$ cat src/rtl/swfc_pkg.sv
package swfc_pkg;
   typedef enum logic {
      CK_XOFF = 1'b0,
      CK_XON  = 1'b1
   } ctrl_kind_e;
endpackage

$ cat src/rtl/swfc_rx_filter.sv
module swfc_rx_filter #(
   parameter int DATA_W        = 8,
   parameter bit ANY_RESUME_EN = 1'b1
) (
   input  logic              clk,
   input  logic              rst_n,
   input  logic              enable,
   input  logic              any_resume,
   input  logic [DATA_W-1:0] xon_code,
   input  logic [DATA_W-1:0] xoff_code,
   input  logic              rx_valid,
   input  logic [DATA_W-1:0] rx_data,
   output logic              wr_en,
   output logic [DATA_W-1:0] wr_data,
   output logic              paused
);
   logic hit_xoff, hit_xon, other, any_ok;

   assign hit_xoff = enable && rx_valid && (rx_data == xoff_code);
   assign hit_xon  = enable && rx_valid && (rx_data == xon_code) && !hit_xoff;
   assign other    = rx_valid && !hit_xoff && !hit_xon;

   generate
      if (ANY_RESUME_EN) begin : g_any
         assign any_ok = any_resume;
      end else begin : g_no_any
         assign any_ok = 1'b0;
      end
   endgenerate

   always_ff @(posedge clk or negedge rst_n) begin
      if (!rst_n)                paused <= 1'b0;
      else if (!enable)          paused <= 1'b0;
      else if (hit_xoff)         paused <= 1'b1;
      else if (hit_xon)          paused <= 1'b0;
      else if (other && any_ok)  paused <= 1'b0;
   end

   assign wr_en   = other;
   assign wr_data = rx_data;


   xoff_pauses_chk: assert property (@(posedge clk) disable iff (!rst_n)
      (enable && rx_valid && rx_data == xoff_code) |=> paused);

   xon_resumes_chk: assert property (@(posedge clk) disable iff (!rst_n)
      (enable && rx_valid && rx_data == xon_code && rx_data != xoff_code) |=> !paused);
endmodule

$ cat src/rtl/swfc_level_mon.sv
module swfc_level_mon
   import swfc_pkg::*;
#(
   parameter int LVL_W = 7
) (
   input  logic             clk,
   input  logic             rst_n,
   input  logic             enable,
   input  logic [LVL_W-1:0] level,
   input  logic [LVL_W-1:0] halt_lvl,
   input  logic [LVL_W-1:0] resume_lvl,
   input  logic             ack,
   output logic             pend_v,
   output ctrl_kind_e       pend_kind
);
   logic halted;

   always_ff @(posedge clk or negedge rst_n) begin
      if (!rst_n) begin
         halted    <= 1'b0;
         pend_v    <= 1'b0;
         pend_kind <= CK_XOFF;
      end else if (!enable) begin
         halted    <= 1'b0;
         pend_v    <= 1'b0;
         pend_kind <= CK_XOFF;
      end else if (!pend_v) begin
         if (!halted && level >= halt_lvl) begin
            halted    <= 1'b1;
            pend_v    <= 1'b1;
            pend_kind <= CK_XOFF;
         end else if (halted && level <= resume_lvl) begin
            halted    <= 1'b0;
            pend_v    <= 1'b1;
            pend_kind <= CK_XON;
         end
      end else if (ack) begin
         pend_v <= 1'b0;
      end
   end


   xoff_once_chk: assert property (@(posedge clk) disable iff (!rst_n)
      ($rose(pend_v) && pend_kind == CK_XOFF) |-> !$past(halted));

   xon_after_halt_chk: assert property (@(posedge clk) disable iff (!rst_n)
      ($rose(pend_v) && pend_kind == CK_XON) |-> $past(halted));
endmodule

$ cat src/rtl/swfc_tx_arb.sv
module swfc_tx_arb
   import swfc_pkg::*;
#(
   parameter int DATA_W = 8
) (
   input  logic              clk,
   input  logic              rst_n,
   input  logic              pend_v,
   input  ctrl_kind_e        pend_kind,
   input  logic [DATA_W-1:0] xon_code,
   input  logic [DATA_W-1:0] xoff_code,
   input  logic              paused,
   input  logic              dat_valid,
   input  logic [DATA_W-1:0] dat_char,
   input  logic              tx_gnt,
   output logic              ack,
   output logic              dat_take,
   output logic              tx_req,
   output logic [DATA_W-1:0] tx_char,
   output logic              tx_is_ctrl
);
   logic data_ok;
   logic [DATA_W-1:0] ctrl_code;

   assign data_ok    = dat_valid && !paused;
   assign ctrl_code  = (pend_kind == CK_XON) ? xon_code : xoff_code;
   assign tx_req     = pend_v || data_ok;
   assign tx_is_ctrl = pend_v;
   assign tx_char    = pend_v ? ctrl_code : dat_char;
   assign ack        = tx_gnt && pend_v;
   assign dat_take   = tx_gnt && data_ok && !pend_v;


   take_on_gnt_chk: assert property (@(posedge clk) disable iff (!rst_n)
      dat_take |-> (tx_gnt && dat_valid));

   paused_blocks_chk: assert property (@(posedge clk) disable iff (!rst_n)
      paused |-> !dat_take);
endmodule

$ cat src/rtl/swfc_ctrl.sv
module swfc_ctrl
   import swfc_pkg::*;
#(
   parameter int DATA_W        = 8,
   parameter int FIFO_DEPTH    = 64,
   parameter bit ANY_RESUME_EN = 1'b1,
   localparam int LVL_W        = $clog2(FIFO_DEPTH + 1)
) (
   input  logic              clk,
   input  logic              rst_n,
   input  logic              cfg_enable,
   input  logic              cfg_any_resume,
   input  logic [DATA_W-1:0] cfg_xon_code,
   input  logic [DATA_W-1:0] cfg_xoff_code,
   input  logic [LVL_W-1:0]  cfg_halt_lvl,
   input  logic [LVL_W-1:0]  cfg_resume_lvl,
   input  logic              rx_valid,
   input  logic [DATA_W-1:0] rx_data,
   input  logic [LVL_W-1:0]  rx_fifo_level,
   output logic              fifo_wr_en,
   output logic [DATA_W-1:0] fifo_wr_data,
   input  logic              dat_valid,
   input  logic [DATA_W-1:0] dat_char,
   output logic              dat_take,
   output logic              tx_req,
   output logic [DATA_W-1:0] tx_char,
   output logic              tx_is_ctrl,
   input  logic              tx_gnt,
   output logic              tx_paused
);
   generate
      if (DATA_W < 5 || DATA_W > 8) begin : g_bad_width
         $error("swfc_ctrl: DATA_W must lie in 5..8");
      end
      if (FIFO_DEPTH < 2) begin : g_bad_depth
         $error("swfc_ctrl: FIFO_DEPTH must be at least 2");
      end
   endgenerate

   logic       pend_v, ack;
   ctrl_kind_e pend_kind;

   swfc_rx_filter #(.DATA_W(DATA_W), .ANY_RESUME_EN(ANY_RESUME_EN)) u_filt (
      .clk(clk), .rst_n(rst_n), .enable(cfg_enable), .any_resume(cfg_any_resume),
      .xon_code(cfg_xon_code), .xoff_code(cfg_xoff_code),
      .rx_valid(rx_valid), .rx_data(rx_data),
      .wr_en(fifo_wr_en), .wr_data(fifo_wr_data), .paused(tx_paused));

   swfc_level_mon #(.LVL_W(LVL_W)) u_lvl (
      .clk(clk), .rst_n(rst_n), .enable(cfg_enable), .level(rx_fifo_level),
      .halt_lvl(cfg_halt_lvl), .resume_lvl(cfg_resume_lvl), .ack(ack),
      .pend_v(pend_v), .pend_kind(pend_kind));

   swfc_tx_arb #(.DATA_W(DATA_W)) u_arb (
      .clk(clk), .rst_n(rst_n), .pend_v(pend_v), .pend_kind(pend_kind),
      .xon_code(cfg_xon_code), .xoff_code(cfg_xoff_code), .paused(tx_paused),
      .dat_valid(dat_valid), .dat_char(dat_char), .tx_gnt(tx_gnt),
      .ack(ack), .dat_take(dat_take), .tx_req(tx_req), .tx_char(tx_char),
      .tx_is_ctrl(tx_is_ctrl));


   disabled_quiet_chk: assert property (@(posedge clk) disable iff (!rst_n)
      !cfg_enable |=> (!tx_is_ctrl && !tx_paused) || cfg_enable);

   ctrl_first_chk: assert property (@(posedge clk) disable iff (!rst_n)
      tx_is_ctrl |-> !dat_take);
endmodule

$ cat config.mk
export PLATFORM = sky130hd
export DESIGN_NAME = swfc_ctrl
export DESIGN_NICKNAME = d
export VERILOG_FILES = /design/src/rtl/swfc_pkg.sv /design/src/rtl/swfc_rx_filter.sv /design/src/rtl/swfc_level_mon.sv /design/src/rtl/swfc_tx_arb.sv /design/src/rtl/swfc_ctrl.sv
export SDC_FILE = /design/constraint.sdc
export NUM_CORES = 1
export LEC_CHECK = 0
export BUFFER_PORTS_ARGS = -buffer_cell sky130_fd_sc_hd__buf_2
export CAP_MARGIN = 20
export CORE_UTILIZATION = 40
export DETAILED_ROUTE_END_ITERATION = 8
export PLACE_DENSITY = 0.84
export REMOVE_ABC_BUFFERS = 1
export SLEW_MARGIN = 20
export SYNTH_ARGS = -nofsm -noshare
export SYNTH_HDL_FRONTEND = slang
export SYNTH_SLANG_ARGS = --single-unit
$ cat constraint.sdc
create_clock -name clk -period 4.86 [get_ports clk]
set_input_delay 1.458 -clock clk [delete_from_list [all_inputs] [get_ports clk]]
set_output_delay 1.458 -clock clk [all_outputs]
set_load 0.005 [all_outputs]
After elaboration in Yosys (flattened, before gate mapping)
Cells that the tools add are included.
{ "word_totals": {"in_bits": 60, "elab_cells": 50, "out_inout_bits": 21, "register_bits": 4} }
{ "classes": {"n_reduce_logical": 20, "order_cmp": 2, "n_eq_ne": 5, "muxes": 19} }
{ "op_table": {"columns": ["operator", "count"], "rows": [
  ["2-to-1 mux 1 bit", 17],
  ["== test 8 bit", 2],
  ["2-to-1 mux 8 bit", 2],
  ["logical AND 1 bit", 13],
  [">= comparator 7 bit", 1],
  ["less-or-equal comparator 7 bit", 1],
  ["logical NOT 1 bit", 5],
  ["inequality test 4 x 1 -> 1 bit, second input constant", 1],
  ["inequality test 3 x 1 -> 1 bit, second input constant", 1],
  ["inequality test 2 bit, second input constant", 1],
  ["AND reduction 2 bit", 1],
  ["logical OR 1 bit", 1]
]} }

Logic depth before layout (Yosys ltp)
Gate-level depths: netlist of the first run.
{ "logic_depth": {"word_depth": 11, "ltp_mapped": 7, "depth_no_buf": 7} }

Cells and area by module
From an unflattened synthesis of the first run, not the netlist that was laid out.
{ "hier_totals": {"cells_unflattened": 125, "area_unflattened_um2": 975.9} }
{ "by_module_without_submodules": {"columns": ["mod", "seq_area_each_um2", "cells_per_inst", "area_per_inst_um2", "n_inst"], "rows": [
  ["swfc_level_mon", 75.1, 57, 470.5, 1],
  ["swfc_rx_filter", 25.0, 36, 287.8, 1],
  ["swfc_tx_arb", 0.0, 32, 217.7, 1]
]} }

Worst setup path after synthesis of the first run
No wires, ideal clock.
{ "synth_path": {"path_kind": "input -> output", "startpoint": "input port cfg_xoff_code[7]", "endpoint": "output port fifo_wr_en", "t_required_ns": 3.402, "n_path_buf": 0, "t_arrival_ns": 2.333, "setup_slack_ns": 1.069, "stages": 4, "path_cell_list": "xnor2_1 nand3_1 or4_1 and3_1"} }
{ "synth_via": {"elab_chain_cells": 6, "word_cells_on_any_way": 7, "classes_between": "eq/ne (1); reduce/logical (6)"} }
{ "synth_rtl": {"columns": ["item", "line", "source"], "rows": [
  ["from (decl)", "swfc_ctrl.sv:14", "input logic [DATA_W-1:0] cfg_xoff_code,"],
  ["== test 8 bit *", "swfc_rx_filter.sv:19", "assign hit_xoff = enable && rx_valid && (rx_data == xoff_code);"],
  ["logical AND 1 bit *", "swfc_rx_filter.sv:19", null],
  ["logical NOT 1 bit *", "swfc_rx_filter.sv:20, swfc_rx_filter.sv:21", null],
  ["logical AND 1 bit", "swfc_rx_filter.sv:20", "assign hit_xon = enable && rx_valid && (rx_data == xon_code) && !hit_xoff;"],
  ["logical NOT 1 bit", "swfc_rx_filter.sv:21", "assign other = rx_valid && !hit_xoff && !hit_xon;"],
  ["logical AND 1 bit *", "swfc_rx_filter.sv:21", null],
  ["to (decl)", "swfc_ctrl.sv:20", "output logic fifo_wr_en,"]
]} }
Every way passes the cells marked *; elsewhere a longest branch is shown, timed or not.

Final worst setup path of the first run
{ "layout_path": {"startpoint": "input port rx_data[5]", "endpoint": "output port fifo_wr_en"} }
{ "layout_via": {"elab_chain_cells": 6, "word_cells_on_any_way": 9, "classes_between": "eq/ne (2); reduce/logical (7)"} }
{ "layout_rtl": {"columns": ["item", "line", "source"], "rows": [
  ["from (decl)", "swfc_ctrl.sv:18", "input logic [DATA_W-1:0] rx_data,"],
  ["== test 8 bit", "swfc_rx_filter.sv:19", null],
  ["logical AND 1 bit", "swfc_rx_filter.sv:19", null],
  ["logical NOT 1 bit", "swfc_rx_filter.sv:20, swfc_rx_filter.sv:21", null],
  ["logical AND 1 bit", "swfc_rx_filter.sv:20", null],
  ["logical NOT 1 bit", "swfc_rx_filter.sv:21", null],
  ["logical AND 1 bit *", "swfc_rx_filter.sv:21", null]
]} }
Marked as above.

==> results of run 1 <==
cell usage after synthesis:
cell type and number:
ha_1 14, inv_1 14, xnor2_1 14, a21oi_1 11, nor2_1 10, buf_4 8, mux2i_1 8, nand4_1 6
nand2_1 5, dfrtp_1 4, nand3_1 4, o21ai_0 3, a21o_1 2, and3_1 2, clkbuf_1 2, nand3b_1 2
or4_1 2, xor2_1 2, a211oi_1 1, a21boi_0 1, a31oi_1 1, and4b_1 1, buf_2 1, nand2b_1 1
nor3_1 1, nor4bb_1 1, o2111a_1 1, o21bai_1 1, o31a_1 1, or2_2 1
cell type report:
type | count | area share [%]
flip-flops and latches | 4 | 7.505
inverters | 14 | 3.940
repair buffers | 80 | 30.02
well taps | 28 | 2.627
multi-input cells | 96 | 54.22
clock buffers | 3 | 1.689
state kept, by name, summed over array words and instances (netlist names):
| name | cells |
|---|---|
| u_lvl.pend_kind | 1 |
| u_lvl.pend_v | 1 |
| u_lvl.halted | 1 |
| u_filt.paused | 1 |
worst min-delay path, cell delays in order, from the launching register on:
cell	delay (ns)
dfrtp_1	0.38
nand4_1	0.10
nand2_1	0.07
report_power, final:
| part | internal [W] | switching (W) |
|---|---|---|
| Combinational | 0.0000633 | 0.0000487 |
| Clock | 0.0000276 | 0.0000135 |
| Sequential | 0.0000363 | 0.0000124 |
| Total | 0.000127 | 0.0000746 |
per-layer routing:
layer / GRT usage, % / vias to the layer above / routed length, um
met5: 0 / - / 0
met4: 6.944 / 0 / 27
met3: 2.121 / 5 / 93
met2: 34.67 / 29 / 1205
met1: 22.12 / 489 / 985
li1: - / 579 / -
logic make-up (layout without fill, tap and decap cells):
logic type	Yosys count	count (layout)	share of synthesized area, %
DFF	4	4	10.55
xor gates and xnor gates	16	16	14.78
and+or+nand+nor	36	36	20.45
buffers and inverters	25	97	13.19
muxes	8	8	8.444
adders and majority gates	14	14	18.47
AOI/OAI and AO/OA	22	22	14.12
final timing paths:
kind	from	end	slack, ns
setup / recovery	rx_data[5]	fifo_wr_en	0.79
max in group asynchronous	rst_n	u_filt.paused$_DFFE_PN0P_	3.72
min in group asynchronous	rst_n	u_lvl.pend_v$_DFF_PN0_	1.02
hold / removal	u_filt.paused$_DFFE_PN0P_	u_filt.paused$_DFFE_PN0P_	0.58
hold reg to reg	u_filt.paused$_DFFE_PN0P_	u_filt.paused$_DFFE_PN0P_	0.58
setup reg to reg	u_lvl.pend_v$_DFF_PN0_	u_lvl.halted$_DFFE_PN0P_	3.61
cell usage in the layout, fill, tap and decap left out, drive strengths merged:
cell | Yosys | layout
buf | 9 | 80
inv | 14 | 14
xnor2 | 14 | 14
ha | 14 | 14
a21oi | 11 | 11
nor2 | 10 | 10
mux2i | 8 | 8
nand4 | 6 | 6
nand2 | 5 | 5
nand3 | 4 | 4
dfrtp | 4 | 4
o21ai | 3 | 3
clkbuf | 2 | 3
xor2 | 2 | 2
or4 | 2 | 2
and3 | 2 | 2
a21o | 2 | 2
nand3b | 2 | 2
nor4bb | 1 | 1
nand2b | 1 | 1
a31oi | 1 | 1
nor3 | 1 | 1
a211oi | 1 | 1
or2 | 1 | 1
o31a | 1 | 1
and4b | 1 | 1
o21bai | 1 | 1
o2111a | 1 | 1
a21boi | 1 | 1
metrics by stage:
step | cells | hold slack, ns | total power [W] | instance area (sq um) | setup slack, ns
floorplan | 114 | 0.5566 | 0.0001035 | 875.8 | 1.069
global route | 225 | 0.6311 | 0.0002218 | 1334 | 0.7296
finish | 225 | 0.5764 | 0.0002019 | 1334 | 0.7915
detailed placement | 222 | 0.5726 | 0.0001619 | 1311 | 0.7889
global placement | 222 | 0.5824 | 0.0001601 | 1311 | 0.7982
CTS | 225 | 0.5790 | 0.0002049 | 1334 | 0.7883
==> run_results.csv, run 1 <==
group,metric,value,unit
critical_path,path_delay_family,"simple AND/OR/NAND/NOR gates",
timing,fin_crit,4.069,ns
synthesis,syn_area,948.4,sq um
outcome,status,"finished, final reports clean",
placement,routabilityCongestion,0.7972,
placement,io_buffer_count,80,
hold_path,holdPathStages,2,
timing,tns,0,ns
cells_and_area,fin_util,59.72,%
hold_path,hold_path.class,"register to register",
cts,h-tree-depth,1,
synthesis,seq_area_frac_synth,10.55,%
routing,totalWireLength,2311,um
critical_path,cp-start-kind,"input pin",
global_routing,grt_antenna_before_repair,0,
critical_path,slowest_delay,0.43,ns
synthesis,ys_types,30,
cts,tritoncts,"done",
critical_path,crit_top_cell,"buf_2",
floorplanning,fp.dieH,50.70,um
floorplanning,num_io_pins,81,
critical_path,crit_path_max_fanout,3,
routing,drt-pass1-iter-count,4,
cts,clock_latency,0.24,ns
placement,place_hpwl,2028,um
synthesis,yosys.area.top_type,"ha_1",
cells_and_area,seq_area,100.1,sq um
power_and_ir_drop,ir_drop,106.5,uV
flow_run,max_cap_violations,0,
timing,fmax,245.8,MHz
synthesis,synth_cells,125,
power_and_ir_drop,p_leak,0.7297,nW
cts,clock_tree.root_cell,"clkbuf_4",
cells_and_area,diodes,0,
timing,tightest_slew,0.7069,ns
timing,post-route-period-util,83.71,%
cts,post_cts_resized,0,
synthesis,synth_top_area_share,18.47,%
floorplanning,core,2233,sq um
global_routing,track_usage,18.88,%
global_routing,grt_max_degree,26,
routing,postRouteAntennaNets,0,
floorplanning,start_util,42.47,%
cells_and_area,fin_nets,273,
cts,cts_hold_buf,0,
floorplanning,die_w,50.70,um
power_and_ir_drop,power_density,151.4,nW/um^2
cts,cts_buffer_depth,2,
synthesis,yosys-top-cells-area,"ha_1 18%, xnor2_1 13%, dfrtp_1 11%, mux2i_1 8.4%, buf_4 6.3%",
routing,drt-initial-drc-count,23,
timing,hold_violations,0,
global_routing,overflow,0,
cts,post_cts_buffers,0,
cts,clkTransAtPathRegs,0.04,ns
routing,vias,1102,
routing,drc,0,
cells_and_area,final_layout_size_suffix_gt1_share,42.64,%
timing,rsz0062_at_grt,"false",
floorplanning,row_count,17,
critical_path,cp_num_buf_inv,2,
timing,slew_headroom,52.87,%
routing,vias_per_cell,4.898,
cells_and_area,synthToLayoutAreaGrowth,40.63,%
global_routing,grt_pass1_vias,965,
global_routing,grt_pass1_wl,3767,um
cts,cts_buffers,3,
floorplanning,dieArea,2570,sq um
critical_path,ff2ff_path_depth,2,
critical_path,path_depth,6,
timing,finalSetupViolCount,0,
critical_path,critPathRequiredTime,3.40,ns
timing,fin_skew,0.0007600,ns
routing,wl_per_cell,10.27,um
critical_path,crit_chain,"buf_2 -> xnor2_1 -> nand4_1 -> or4_1 -> and3_1 -> buf_2",
synthesis,synth-seq-cells,4,
critical_path,worst_setup_path_end_kind,"output port",
synthesis,ys_warn_count,0,
synthesis,syn_area_per_cell,7.587,sq um
cells_and_area,multi_input_area,723.2,sq um
cells_and_area,final.fill_count,234,
cts,clkSinkCount,4,
timing,slew_viol_final,0,
critical_path,worstSetupPathType,"input pin to output port",
critical_path,critPathSlowestCell,"or4_1",
critical_path,arrival,2.61,ns
Power figures use the tool's default switching activity.
==> run 2: changes to the inputs <==
CORE_UTILIZATION = 38   (was 40)
PLACE_DENSITY = 0.8   (was 0.84)
clock period = 4.1 ns   (was 4.86 ns; I/O delays follow)
==> run 2 against run 1 <==
Non-clock buffer count stayed put. Sequential share of layout area did not move. Cell count unchanged. Largest cell class unchanged. Power grew 19%. Clock skew up 0.0022 ns. Worst hold slack improved by 0.016 ns. Flip-flop and latch count did not move.
==> run_results.csv, run 2 (synthesized netlist as in run 1, its figures left out) <==
group,metric,value,unit
critical_path,arrival,2.41,ns
critical_path,critPathRequiredTime,2.87,ns
outcome,status,"finished, final reports clean",
cells_and_area,diodes,0,
cells_and_area,final_cell_mix,"80 x buf_2, 14 x inv_1, 14 x xnor2_1, 14 x ha_1, 11 x a21oi_1",
power_and_ir_drop,ir_drop,182.4,uV
routing,wl_per_cell,10.40,um
cts,clock_latency,0.23,ns
timing,fin_skew,0.003009,ns
critical_path,worstSetupPathType,"input pin to output port",
timing,hold_violations,0,
global_routing,grt_pass1_wl,3684,um
power_and_ir_drop,power_density,179.4,nW/um^2
critical_path,worst_setup_path_end_kind,"output port",
placement,place_hpwl,2059,um
placement,placed_area,1311,sq um
floorplanning,dieArea,2700,sq um
floorplanning,row_count,17,
timing,tightest_slew,0.7229,ns
cells_and_area,final_cell_area,1334,sq um
routing,vias,1092,
timing,slew_viol_final,0,
cells_and_area,finalNonFillerCells,225,
cells_and_area,final_common_cell,"buf_2",
placement,routabilityCongestion,0.7830,
cts,tritoncts,"done",
placement,place_inst,222,
routing,drc,0,
timing,slew_headroom,51.81,%
global_routing,grt_antenna_before_repair,0,
timing,rsz0062_at_grt,"false",
hold_path,hold_path.class,"register to register",
global_routing,track_usage,17.47,%
global_routing,grt_pass1_vias,951,
power_and_ir_drop,p_leak,0.7297,nW
routing,drt-pass1-iter-count,4,
global_routing,overflow,0,
routing,postRouteAntennaNets,0,
floorplanning,die_w,51.96,um
timing,fmax,274.7,MHz
floorplanning,fp.dieH,51.96,um
global_routing,grt_max_degree,26,
routing,totalWireLength,2340,um
cells_and_area,final_layout_size_suffix_gt1_share,42.64,%
cts,clkTransAtPathRegs,0.03,ns
cts,clkSinkCount,4,
cts,clock_tree.root_cell,"clkbuf_4",
cells_and_area,fin_nets,273,
timing,post-route-period-util,88.78,%
critical_path,cp-start-kind,"input pin",
cts,cts_buffers,3,
flow_run,max_cap_violations,0,
critical_path,crit_path_max_fanout,3,
cts,h-tree-depth,1,
cts,post_cts_resized,0,
cts,cts_hold_buf,0,
timing,fin_crit,3.640,ns
placement,io_buffer_count,80,
floorplanning,core,2276,sq um
timing,tns,0,ns
cts,cts_buffer_depth,2,
cts,post_cts_buffers,0,
floorplanning,start_util,41.67,%
routing,drt-initial-drc-count,16,
timing,finalSetupViolCount,0,
floorplanning,num_io_pins,81,
routing,vias_per_cell,4.853,
cells_and_area,synthToLayoutAreaGrowth,40.63,%
==> run 2: cell counts in the layout (fill, tap and decap cells not counted) <==
No cell type changed its count.
==> run 2: path summary, 6_finish.rpt <==
check | endpoint | slack, ns | from | cells after the start
max | fifo_wr_en | 0.46 | rx_data[3] | 6
min | u_filt.paused$_DFFE_PN0P_ | 0.59 | u_filt.paused$_DFFE_PN0P_ | 2
max reg2reg | u_lvl.halted$_DFFE_PN0P_ | 2.82 | u_lvl.pend_v$_DFF_PN0_ | 2
min reg2reg | u_filt.paused$_DFFE_PN0P_ | 0.59 | u_filt.paused$_DFFE_PN0P_ | 2
max in group asynchronous | u_filt.paused$_DFFE_PN0P_ | 3.19 | rst_n | 1
min in group asynchronous | u_lvl.pend_v$_DFF_PN0_ | 0.79 | rst_n | 1
==> run 2: routing by layer <==
layer  track usage [%]  vias up  wire length (um)
li1                  -      579                 -
met1             20.17      484              1054
met2             33.33       29              1166
met3             2.632        0               118
met4             3.153        0                 0
met5                 0        -                 0
==> run 2: worst max-delay path: stages <==
cell and delay (ns):
buf_2 0.12, xnor2_1 0.16, nand3_1 0.08, or4_1 0.50
and3_1 0.20, buf_2 0.12
==> run 2: layout make-up <==
cell class	instances	area, sq um
clock buffer	3	22.52
fill	228	942.2
inverter	14	52.55
multi-input combinational	96	723.2
sequential	4	100.1
tap	28	35.03
timing repair buffer	80	400.4
==> run 2: power breakdown <==
part	switching, W	total (W)	internal, W	leakage [nW]
clock network	0.0000149	0.0000475	0.0000327	0.0138
logic	0.0000587	0.000134	0.0000751	0.662
registers	0.0000149	0.0000580	0.0000431	0.0539
==> run 2: per-stage QoR <==
step | utilization (%) | power, W | setup WS, ns | hold WS, ns
2_1_floorplan | - | 0.0001226 | 0.7650 | 0.5566
3_3_place_gp | 57.61 | 0.0001904 | 0.4932 | 0.5815
3_5_place_dp | 57.61 | 0.0001921 | 0.4826 | 0.5869
4_1_cts | 58.60 | 0.0002412 | 0.4824 | 0.5952
5_1_grt | 58.60 | 0.0002615 | 0.3983 | 0.6269
6_report | 58.60 | 0.0002393 | 0.4599 | 0.5922
==> run 3: changes to the inputs <==
CELL_PAD_IN_SITES_DETAIL_PLACEMENT = 1   (was default)
CELL_PAD_IN_SITES_GLOBAL_PLACEMENT = 2   (was default)
CORE_UTILIZATION = 18   (was 38)
PLACE_DENSITY = default   (was 0.8)
PLACE_DENSITY_LB_ADDON = 0.1   (was default)
==> run 3 against run 2 <==
Design area increased by 5.3%. Cell count is 19% higher. Setup slack got worse by 0.065 ns. Combinational power about the same. Non-clock buffer count did not move. Count of clock-buffer cells in the layout did not move. Via count grew 3.0%. Worst hold slack better by 0.0074 ns.
==> run_results.csv, run 3 (synthesized netlist as in run 1, its figures left out) <==
group,metric,value,unit
floorplanning,dieArea,5563,sq um
timing,tns,0,ns
timing,slew_viol_final,0,
cts,clock_tree.root_cell,"clkbuf_8",
global_routing,overflow,0,
power_and_ir_drop,power_density,198.0,nW/um^2
timing,fin_crit,3.705,ns
critical_path,worstSetupPathType,"input pin to output port",
timing,tightest_slew,0.7653,ns
cts,clock_latency,0.22,ns
routing,drc,0,
cts,clkTransAtPathRegs,0.03,ns
routing,totalWireLength,3104,um
cts,cts_hold_buf,0,
placement,place_inst,264,
floorplanning,num_io_pins,81,
floorplanning,core,5075,sq um
global_routing,grt_max_degree,26,
cells_and_area,fin_util,27.69,%
timing,fin_hold_ws,0.5996,ns
routing,vias_per_cell,4.213,
power_and_ir_drop,p_leak,0.7375,nW
floorplanning,die_w,74.59,um
floorplanning,row_count,26,
placement,io_buffer_count,80,
cts,h-tree-depth,1,
placement,routabilityCongestion,0.7216,
critical_path,worst_setup_path_end_kind,"output port",
cts,tritoncts,"done",
critical_path,crit_path_max_fanout,3,
cts,clkSinkCount,4,
cts,cts_buffer_depth,2,
routing,postRouteAntennaNets,0,
timing,fin_skew,0.001912,ns
timing,hold_violations,0,
cts,post_cts_resized,0,
cells_and_area,fin_nets,273,
routing,wl_per_cell,11.63,um
cts,post_cts_buffers,0,
cells_and_area,final_cell_mix,"80 x buf_2, 14 x inv_1, 14 x xnor2_1, 14 x ha_1, 11 x a21oi_1",
timing,post-route-period-util,90.37,%
routing,drt-pass1-iter-count,4,
cells_and_area,final_layout_size_suffix_gt1_share,42.64,%
global_routing,grt_pass1_wl,4843,um
timing,fmax,269.9,MHz
timing,slew_headroom,48.98,%
critical_path,arrival,2.48,ns
floorplanning,start_util,18.69,%
global_routing,grt_pass1_vias,1176,
cells_and_area,finalNonFillerCells,267,
outcome,status,"finished, final reports clean",
critical_path,cp-start-kind,"input pin",
floorplanning,fp.dieH,74.59,um
hold_path,hold_path.class,"register to register",
cts,cts_buffers,3,
global_routing,grt_antenna_before_repair,0,
routing,vias,1125,
cells_and_area,final_common_cell,"buf_2",
power_and_ir_drop,ir_drop,50.26,uV
flow_run,max_cap_violations,0,
placement,place_hpwl,2807,um
critical_path,critPathRequiredTime,2.87,ns
cells_and_area,diodes,0,
cells_and_area,synthToLayoutAreaGrowth,48.15,%
timing,rsz0062_at_grt,"false",
global_routing,track_usage,11.40,%
timing,finalSetupViolCount,0,
routing,drt-initial-drc-count,15,
run 3: cell counts in the layout (fill, tap and decap cells not counted):
Identical to the previous run, type by type.
run 3: critical path, cell delays in order:
cell and delay (ns):
buf_2 0.12, xnor2_1 0.19, nand3_1 0.10, or4_1 0.50, and3_1 0.21, buf_2 0.12
run 3: layout make-up:
cell class              instances  area [sq um]
inverters                      14         52.55
flip-flops and latches          4         100.1
repair buffers                 80         400.4
well taps                      70         87.58
multi-input cells              96         723.2
clock buffers                   3         41.29
fillers                       678          3670
run 3: through the flow:
step	setup WS [ns]	cell area [sq um]	total power [W]
2_1_floorplan	0.7650	875.8	0.0001226
3_3_place_gp	0.4521	1364	0.0001969
3_5_place_dp	0.3928	1364	0.0002005
4_1_cts	0.3915	1405	0.0002859
5_1_grt	0.2339	1405	0.0003078
6_report	0.3947	1405	0.0002782
run 3: per-layer routing:
layer  global-route usage, %  wire (um)
met1                   12.67       1294
met2                   21.82       1619
met3                   2.168        190
met4                   3.145          0
met5                       0          0
run 3: path summary, 6_finish.rpt:
kind,from,end,slack [ns],cells past startpoint
min reg2reg,u_filt.paused$_DFFE_PN0P_,u_filt.paused$_DFFE_PN0P_,0.60,2
min in group asynchronous,rst_n,u_lvl.pend_kind$_DFFE_PN0P_,0.81,1
max,rx_data[6],fifo_wr_en,0.39,6
min,u_filt.paused$_DFFE_PN0P_,u_filt.paused$_DFFE_PN0P_,0.60,2
max in group asynchronous,rst_n,u_lvl.halted$_DFFE_PN0P_,3.17,1
max reg2reg,u_lvl.pend_v$_DFF_PN0_,u_lvl.halted$_DFFE_PN0P_,2.78,2
run 3: where the power goes:
part / switching, W / internal, W
combinational: 0.0000617 / 0.0000752
sequential: 0.0000159 / 0.0000431
clock: 0.0000197 / 0.0000625
total: 0.0000974 / 0.000181
